### config.mk
export PLATFORM = sky130hd
export DESIGN_NAME = pwm_pair_gen
export DESIGN_NICKNAME = d
export VERILOG_FILES = /design/src/rtl/pwm_pkg.sv /design/src/rtl/pwm_prescaler.sv /design/src/rtl/pwm_pair.sv /design/src/rtl/pwm_pair_gen.sv
export SDC_FILE = /design/constraint.sdc
export NUM_CORES = 1
export LEC_CHECK = 0
export ABC_CLOCK_PERIOD_IN_PS = 10800
export BUFFER_PORTS_ARGS = -buffer_cell sky130_fd_sc_hd__buf_4
export CAP_MARGIN = 20
export CORE_ASPECT_RATIO = 0.7
export CORE_MARGIN = 2
export CORE_UTILIZATION = 45
export DETAILED_ROUTE_END_ITERATION = 6
export PLACE_DENSITY = 0.6
export SLEW_MARGIN = 40
export SYNTH_ARGS = -nofsm -noshare
export SYNTH_HDL_FRONTEND = slang
export SYNTH_SLANG_ARGS = --single-unit
### constraint.sdc
create_clock -name clk_i -period 10.8 [get_ports clk_i]
set_input_delay 1.08 -clock clk_i [delete_from_list [all_inputs] [get_ports clk_i]]
set_output_delay 1.08 -clock clk_i [all_outputs]
set_load 0.005 [all_outputs]
### src/rtl/pwm_pkg.sv
package pwm_pkg;
  localparam int unsigned AW = 5;
  localparam logic [AW-1:0] A_EN   = 5'd0;
  localparam logic [AW-1:0] A_CAT  = 5'd1;
  localparam logic [AW-1:0] A_PS   = 5'd2;
  localparam logic [AW-1:0] A_PER  = 5'd8;
  localparam logic [AW-1:0] A_DUTY = 5'd16;
endpackage

### src/rtl/pwm_prescaler.sv
module pwm_prescaler #(
  parameter int unsigned PSW = 3
) (
  input  logic           clk_i,
  input  logic           rst_ni,
  input  logic           run_i,
  input  logic [PSW-1:0] sel_i,
  output logic           tick_o
);
  localparam int unsigned DW = 1 << PSW;

  logic [DW-1:0] cnt_q;
  logic [DW-1:0] mask;

  assign mask   = (DW'(1) << sel_i) - DW'(1);
  assign tick_o = run_i && ((cnt_q & mask) == mask);

  // parked at zero while idle so restart timing is fixed
  always_ff @(posedge clk_i or negedge rst_ni) begin
    if (!rst_ni)     cnt_q <= '0;
    else if (run_i)  cnt_q <= cnt_q + DW'(1);
    else             cnt_q <= '0;
  end

  AST_PRESC_HOLD: assert property (@(posedge clk_i) disable iff (!rst_ni)
    !run_i |=> (cnt_q == '0));
  AST_PRESC_STEP: assert property (@(posedge clk_i) disable iff (!rst_ni)
    run_i |=> (cnt_q == $past(cnt_q) + DW'(1)));
  AST_NO_IDLE_TICK: assert property (@(posedge clk_i) disable iff (!rst_ni)
    !run_i |=> !$past(tick_o));
endmodule

### src/rtl/pwm_pair.sv
module pwm_pair #(
  parameter int unsigned CW = 8
) (
  input  logic          clk_i,
  input  logic          rst_ni,
  input  logic          tick_i,
  input  logic          cat_i,
  input  logic [1:0]    en_i,      // [0] even, [1] odd
  input  logic [CW-1:0] per_e_i,
  input  logic [CW-1:0] per_o_i,
  input  logic [CW-1:0] duty_e_i,
  input  logic [CW-1:0] duty_o_i,
  output logic [1:0]    pwm_o
);
  localparam int unsigned WW = 2 * CW;

  logic [CW-1:0] cnt_e_q, cnt_o_q;
  logic          act_e_q, act_o_q;
  logic          eff_e, eff_o;
  logic [WW-1:0] wide_cnt, wide_per, wide_duty;

  function automatic logic [CW-1:0] step_n(input logic [CW-1:0] c, input logic [CW-1:0] p);
    return (p == '0 || c >= p - CW'(1)) ? '0 : c + CW'(1);
  endfunction

  function automatic logic [WW-1:0] step_w(input logic [WW-1:0] c, input logic [WW-1:0] p);
    return (p == '0 || c >= p - WW'(1)) ? '0 : c + WW'(1);
  endfunction

  assign eff_o     = en_i[1];
  assign eff_e     = en_i[0] && !cat_i;
  assign wide_cnt  = {cnt_e_q, cnt_o_q};
  assign wide_per  = {per_e_i, per_o_i};
  assign wide_duty = {duty_e_i, duty_o_i};

  always_ff @(posedge clk_i or negedge rst_ni) begin
    if (!rst_ni) begin
      cnt_e_q <= '0;
      cnt_o_q <= '0;
      act_e_q <= 1'b0;
      act_o_q <= 1'b0;
    end else if (cat_i) begin
      act_e_q <= 1'b0;
      if (!eff_o) begin
        act_o_q <= 1'b0;
        cnt_o_q <= '0;
        cnt_e_q <= '0;
      end else if (tick_i) begin
        act_o_q <= 1'b1;
        if (act_o_q) {cnt_e_q, cnt_o_q} <= step_w(wide_cnt, wide_per);
      end
    end else begin
      if (!eff_o) begin
        act_o_q <= 1'b0;
        cnt_o_q <= '0;
      end else if (tick_i) begin
        act_o_q <= 1'b1;
        if (act_o_q) cnt_o_q <= step_n(cnt_o_q, per_o_i);
      end
      if (!eff_e) begin
        act_e_q <= 1'b0;
        cnt_e_q <= '0;
      end else if (tick_i) begin
        act_e_q <= 1'b1;
        if (act_e_q) cnt_e_q <= step_n(cnt_e_q, per_e_i);
      end
    end
  end

  assign pwm_o[1] = act_o_q && (cat_i ? (wide_cnt < wide_duty) : (cnt_o_q < duty_o_i));
  assign pwm_o[0] = !cat_i && act_e_q && (cnt_e_q < duty_e_i);

  AST_EN_SYNC_O: assert property (@(posedge clk_i) disable iff (!rst_ni)
    $rose(act_o_q) |-> $past(tick_i));
  AST_EN_SYNC_E: assert property (@(posedge clk_i) disable iff (!rst_ni)
    $rose(act_e_q) |-> $past(tick_i));
  AST_OFF_LOW: assert property (@(posedge clk_i) disable iff (!rst_ni)
    !en_i[1] |=> !pwm_o[1]);
  AST_EVEN_PARKED: assert property (@(posedge clk_i) disable iff (!rst_ni)
    $past(cat_i) |-> !act_e_q);
endmodule

### src/rtl/pwm_pair_gen.sv
module pwm_pair_gen
  import pwm_pkg::*;
#(
  parameter int unsigned NCH = 8,
  parameter int unsigned CW  = 8,
  parameter int unsigned PSW = 3
) (
  input  logic            clk_i,
  input  logic            rst_ni,
  input  logic            wr_i,
  input  logic [AW-1:0]   addr_i,
  input  logic [CW-1:0]   wdata_i,
  output logic [CW-1:0]   rdata_o,
  output logic [NCH-1:0]  pwm_o
);
  localparam int unsigned NP = NCH / 2;

  logic [NCH-1:0] en_q;
  logic [NP-1:0]  cat_q;
  logic [PSW-1:0] ps_q;
  logic [CW-1:0]  per_q  [NCH];
  logic [CW-1:0]  duty_q [NCH];
  logic           tick;

  always_ff @(posedge clk_i or negedge rst_ni) begin
    if (!rst_ni) begin
      en_q  <= '0;
      cat_q <= '0;
      ps_q  <= '0;
      for (int i = 0; i < NCH; i++) begin
        per_q[i]  <= '0;
        duty_q[i] <= '0;
      end
    end else if (wr_i) begin
      if (addr_i == A_EN)  en_q  <= wdata_i[NCH-1:0];
      if (addr_i == A_CAT) cat_q <= wdata_i[NP-1:0];
      if (addr_i == A_PS)  ps_q  <= wdata_i[PSW-1:0];
      for (int i = 0; i < NCH; i++) begin
        if (addr_i == A_PER + AW'(i))  per_q[i]  <= wdata_i;
        if (addr_i == A_DUTY + AW'(i)) duty_q[i] <= wdata_i;
      end
    end
  end

  always_comb begin
    rdata_o = '0;
    if (addr_i == A_EN)  rdata_o[NCH-1:0] = en_q;
    if (addr_i == A_CAT) rdata_o[NP-1:0]  = cat_q;
    if (addr_i == A_PS)  rdata_o[PSW-1:0] = ps_q;
    for (int i = 0; i < NCH; i++) begin
      if (addr_i == A_PER + AW'(i))  rdata_o = per_q[i];
      if (addr_i == A_DUTY + AW'(i)) rdata_o = duty_q[i];
    end
  end

  pwm_prescaler #(.PSW(PSW)) u_presc (
    .clk_i  (clk_i),
    .rst_ni (rst_ni),
    .run_i  (|en_q),
    .sel_i  (ps_q),
    .tick_o (tick)
  );

  for (genvar p = 0; p < NP; p++) begin : g_pair
    pwm_pair #(.CW(CW)) u_pair (
      .clk_i    (clk_i),
      .rst_ni   (rst_ni),
      .tick_i   (tick),
      .cat_i    (cat_q[p]),
      .en_i     (en_q[2*p+1:2*p]),
      .per_e_i  (per_q[2*p]),
      .per_o_i  (per_q[2*p+1]),
      .duty_e_i (duty_q[2*p]),
      .duty_o_i (duty_q[2*p+1]),
      .pwm_o    (pwm_o[2*p+1:2*p])
    );
  end

  AST_IDLE_OUT_LOW: assert property (@(posedge clk_i) disable iff (!rst_ni)
    (en_q == '0) |=> (pwm_o == '0));
endmodule

==> impl_metrics.tcl <==
set metrics [dict create \
    crit_type "in -> out" \
    fin_area_um2 18120 \
    crit_fanout 17 \
    multiInputGateArea_um2 10350 \
    cts_hold_buf 0 \
    p_per_area_nw_per_um2 178.6 \
    synth_edf_count 0 \
    end_kind "primary output" \
    setup_viol 0 \
    cts_tree "done" \
    dp.cells 2225 \
    rsz0062_at_grt "no" \
    drc_errors 0 \
    finalMaxSlewViolations 0 \
    initial_core_util 0.4579 \
    path_clk_slew_ns 0.06 \
    fill_cells 3312 \
    cts_setup_buffers 0 \
    hold_viol_final 0 \
    first_pass_iters 5 \
    synth_top_area_frac 0.3364 \
    synth.area.top_cells "dfrtp_1 (34%), ha_1 (13%), mux2_2 (9.9%), nand2_1 (3.1%), inv_1 (2.5%)" \
    drive_gt1_frac 0.1449 \
    min_period_over_period 0.4371 \
    worst_ep_arrival_time_ns 3.64 \
    vdd_drop_max_uv 102.7 \
    ys_seq_elements 222 \
    antennaDiodeCount 0 \
    row_count 58 \
    yosys.area.top_type "dfrtp_1" \
    insertion_delay_ns 0.54 \
    ff_latch_area_um2 5555 \
    viasPerCell 6.102 \
    fp.dieW_um 233.0 \
    vias 13840 \
    ys.flop_type "dfrtp_1" \
    synth.yosys.warnings 0 \
    fin_cells 2268 \
    root_buffer "clkbuf_16" \
    drt-wirelength-per-cell_um 21.88 \
    grt_pass1_wl_um 77310 \
    numCtsBuffers 24 \
    ctsResizeCount 0 \
    outcome "finished clean" \
    switching_share 0.3806 \
    syn_nets 1953 \
    synth_area_um2 16520 \
    fin_skew_ns 0.01274 \
    switchingPower_w 0.001232 \
    ant_nets 0 \
    syn_to_final_growth_pct 9.735 \
    yosysSeqAreaShare 0.3364 \
    period_minus_slack_ns 4.721 \
    place_area_um2 17210 \
    overflow 0 \
    fp.dieArea_um2 38280 \
    cap_viol_max_count 0 \
    first_global_vias 13140 \
    cts_sinks 222 \
    die_h_um 164.3 \
    synth.distinct_cells 86 \
    slew_headroom 0.4400 \
    routed_wl_um 49620 \
    clkPwrFrac 0.284 \
    synthArstFlopShare 1.000 \
    hold_path_class "reg -> reg" \
    core_um2 36070 \
    grt.total_usage 0.2619 \
    hpwl_um 36870 \
    htreeDepth 1 \
    clk_path_buf_depth 3 \
    mostFrequentLayoutCell "dfrtp_1" \
    place_congestion 0.9731 \
    grt_antenna_before_repair 1 \
    postSynthAreaPerCell_um2 9.389 \
    crit_path_start_kind "input port" \
    netlist_instances 1759 \
    clock.fmax_ghz 0.2118 \
    pwr-share-seq 0.375 \
    worst_slew_pin_slew_ns 0.8400 \
    required_ns 9.72 \
    final_cell_mix "dfrtp_1 (222), ha_1 (178), mux2_2 (145)" \
    final_util 0.5025 \
    power_w 0.003236 \
    io_buffers 31 \
    setup_tns_ns 0 \
    dr.first_iter.drc_count 1207 \
    grt_max_degree 79 \
    ioPinCount 32 \
    p_comb_frac 0.341 \
    p_int_w 0.002005 \
    nNetsFinal 1966 \
    leakagePower_nw 8.286 \
]
## critical path, stage by stage
cell and delay (ns):
buf_4 0.18, or3b_2 0.54, nor2_1 0.51, a22oi_1 0.17, a221oi_1 0.46, o221ai_1 0.18
a21oi_1 0.34, buf_4 0.18
## cell type report
type / instances / share of cell area
Multi-Input combinational cell: 1373 / 0.5709
Timing Repair Buffer: 40 / 0.01850
Sequential cell: 222 / 0.3065
Clock buffer: 31 / 0.03852
Tap cell: 480 / 0.03314
Inverter: 111 / 0.02299
Clock inverter: 11 / 0.009389
## power by group through the flow
stage | combinational, W | clock (W) | sequential, W
finish | 0.00110 | 0.000919 | 0.00121
global route | 0.00125 | 0.000966 | 0.00123
CTS | 0.00110 | 0.000932 | 0.00121
detailed placement | 0.00109 | 0 | 0.00122
global placement | 0.00106 | 0 | 0.00122
floorplan | 0.000840 | 0 | 0.00109
## cell families (layout without fill, tap and decap cells)
logic type	Yosys count	after routing	share of synthesized area
and+or+nand+nor	533	533	0.1664
DFF	222	222	0.3364
buffers and inverters	164	193	0.03871
adders and majority gates	178	178	0.1348
AOI/OAI and AO/OA	422	422	0.1736
xor gates and xnor gates	84	84	0.04455
muxes	156	156	0.1055
## stage by stage
stage | hold WS [ns] | worst slack [ns]
6_report | 0.4900 | 6.079
3_5_place_dp | 0.4796 | 6.183
2_1_floorplan | 0.4641 | 6.882
5_1_grt | 0.5229 | 6.031
3_3_place_gp | 0.4742 | 6.102
4_1_cts | 0.4939 | 6.173
## Yosys cell counts (7+ instances only)
master / count
nor2_1: 103
nand2b_1: 24
a221oi_1: 9
or3_1: 11
or2_2: 7
o22ai_1: 28
and2_1: 9
mux2i_1: 11
o21a_1: 13
a211oi_1: 18
xnor2_1: 46
nand2_1: 137
nand3_1: 61
o21ai_0: 80
nor3_1: 37
buf_1: 8
mux2_2: 145
nand4_1: 16
o31ai_1: 20
or4_1: 10
xor2_1: 38
o31a_1: 7
nor4b_1: 7
a21oi_1: 80
a22oi_1: 16
nor3b_1: 14
clkbuf_1: 38
a21o_1: 34
nor4_1: 11
inv_1: 111
nor2b_1: 31
ha_1: 178
a31oi_1: 22
o211ai_1: 15
a22o_1: 16
and3_1: 25
dfrtp_1: 222
## registers in the layout (all words and copies together), names as in the netlist
signal and cells:
cat_q 4, duty_q 64, en_q 8, g_pair.u_pair.act_e_q 4
g_pair.u_pair.act_o_q 4, g_pair.u_pair.cnt_e_q 32, g_pair.u_pair.cnt_o_q 32, per_q 64
ps_q 3, u_presc.cnt_q 7
## final timing paths
kind | slack, ns | cells past startpoint | start | end
min reg2reg | 0.49 | 1 | g_pair[1].u_pair.act_o_q | g_pair[1].u_pair.act_o_q
min | 0.49 | 1 | g_pair[1].u_pair.act_o_q | g_pair[1].u_pair.act_o_q
min in group asynchronous | 0.51 | 1 | rst_ni | g_pair[3].u_pair.cnt_e_q[5]
max in group asynchronous | 9.21 | 2 | rst_ni | u_presc.cnt_q[4]
max | 6.08 | 8 | addr_i[4] | rdata_o[3]
max reg2reg | 6.63 | 13 | per_q[5] | g_pair[3].u_pair.cnt_o_q[6]
## routing by layer
layer	vias to the layer above	GRT usage	wire [µm]
met5	-	0	0
met4	0	0.04951	821
met3	56	0.05451	3256
met2	387	0.3727	20370
met1	6862	0.4054	25160
li1	6534	-	-
Note: power is estimated with default switching activity, not from simulation.
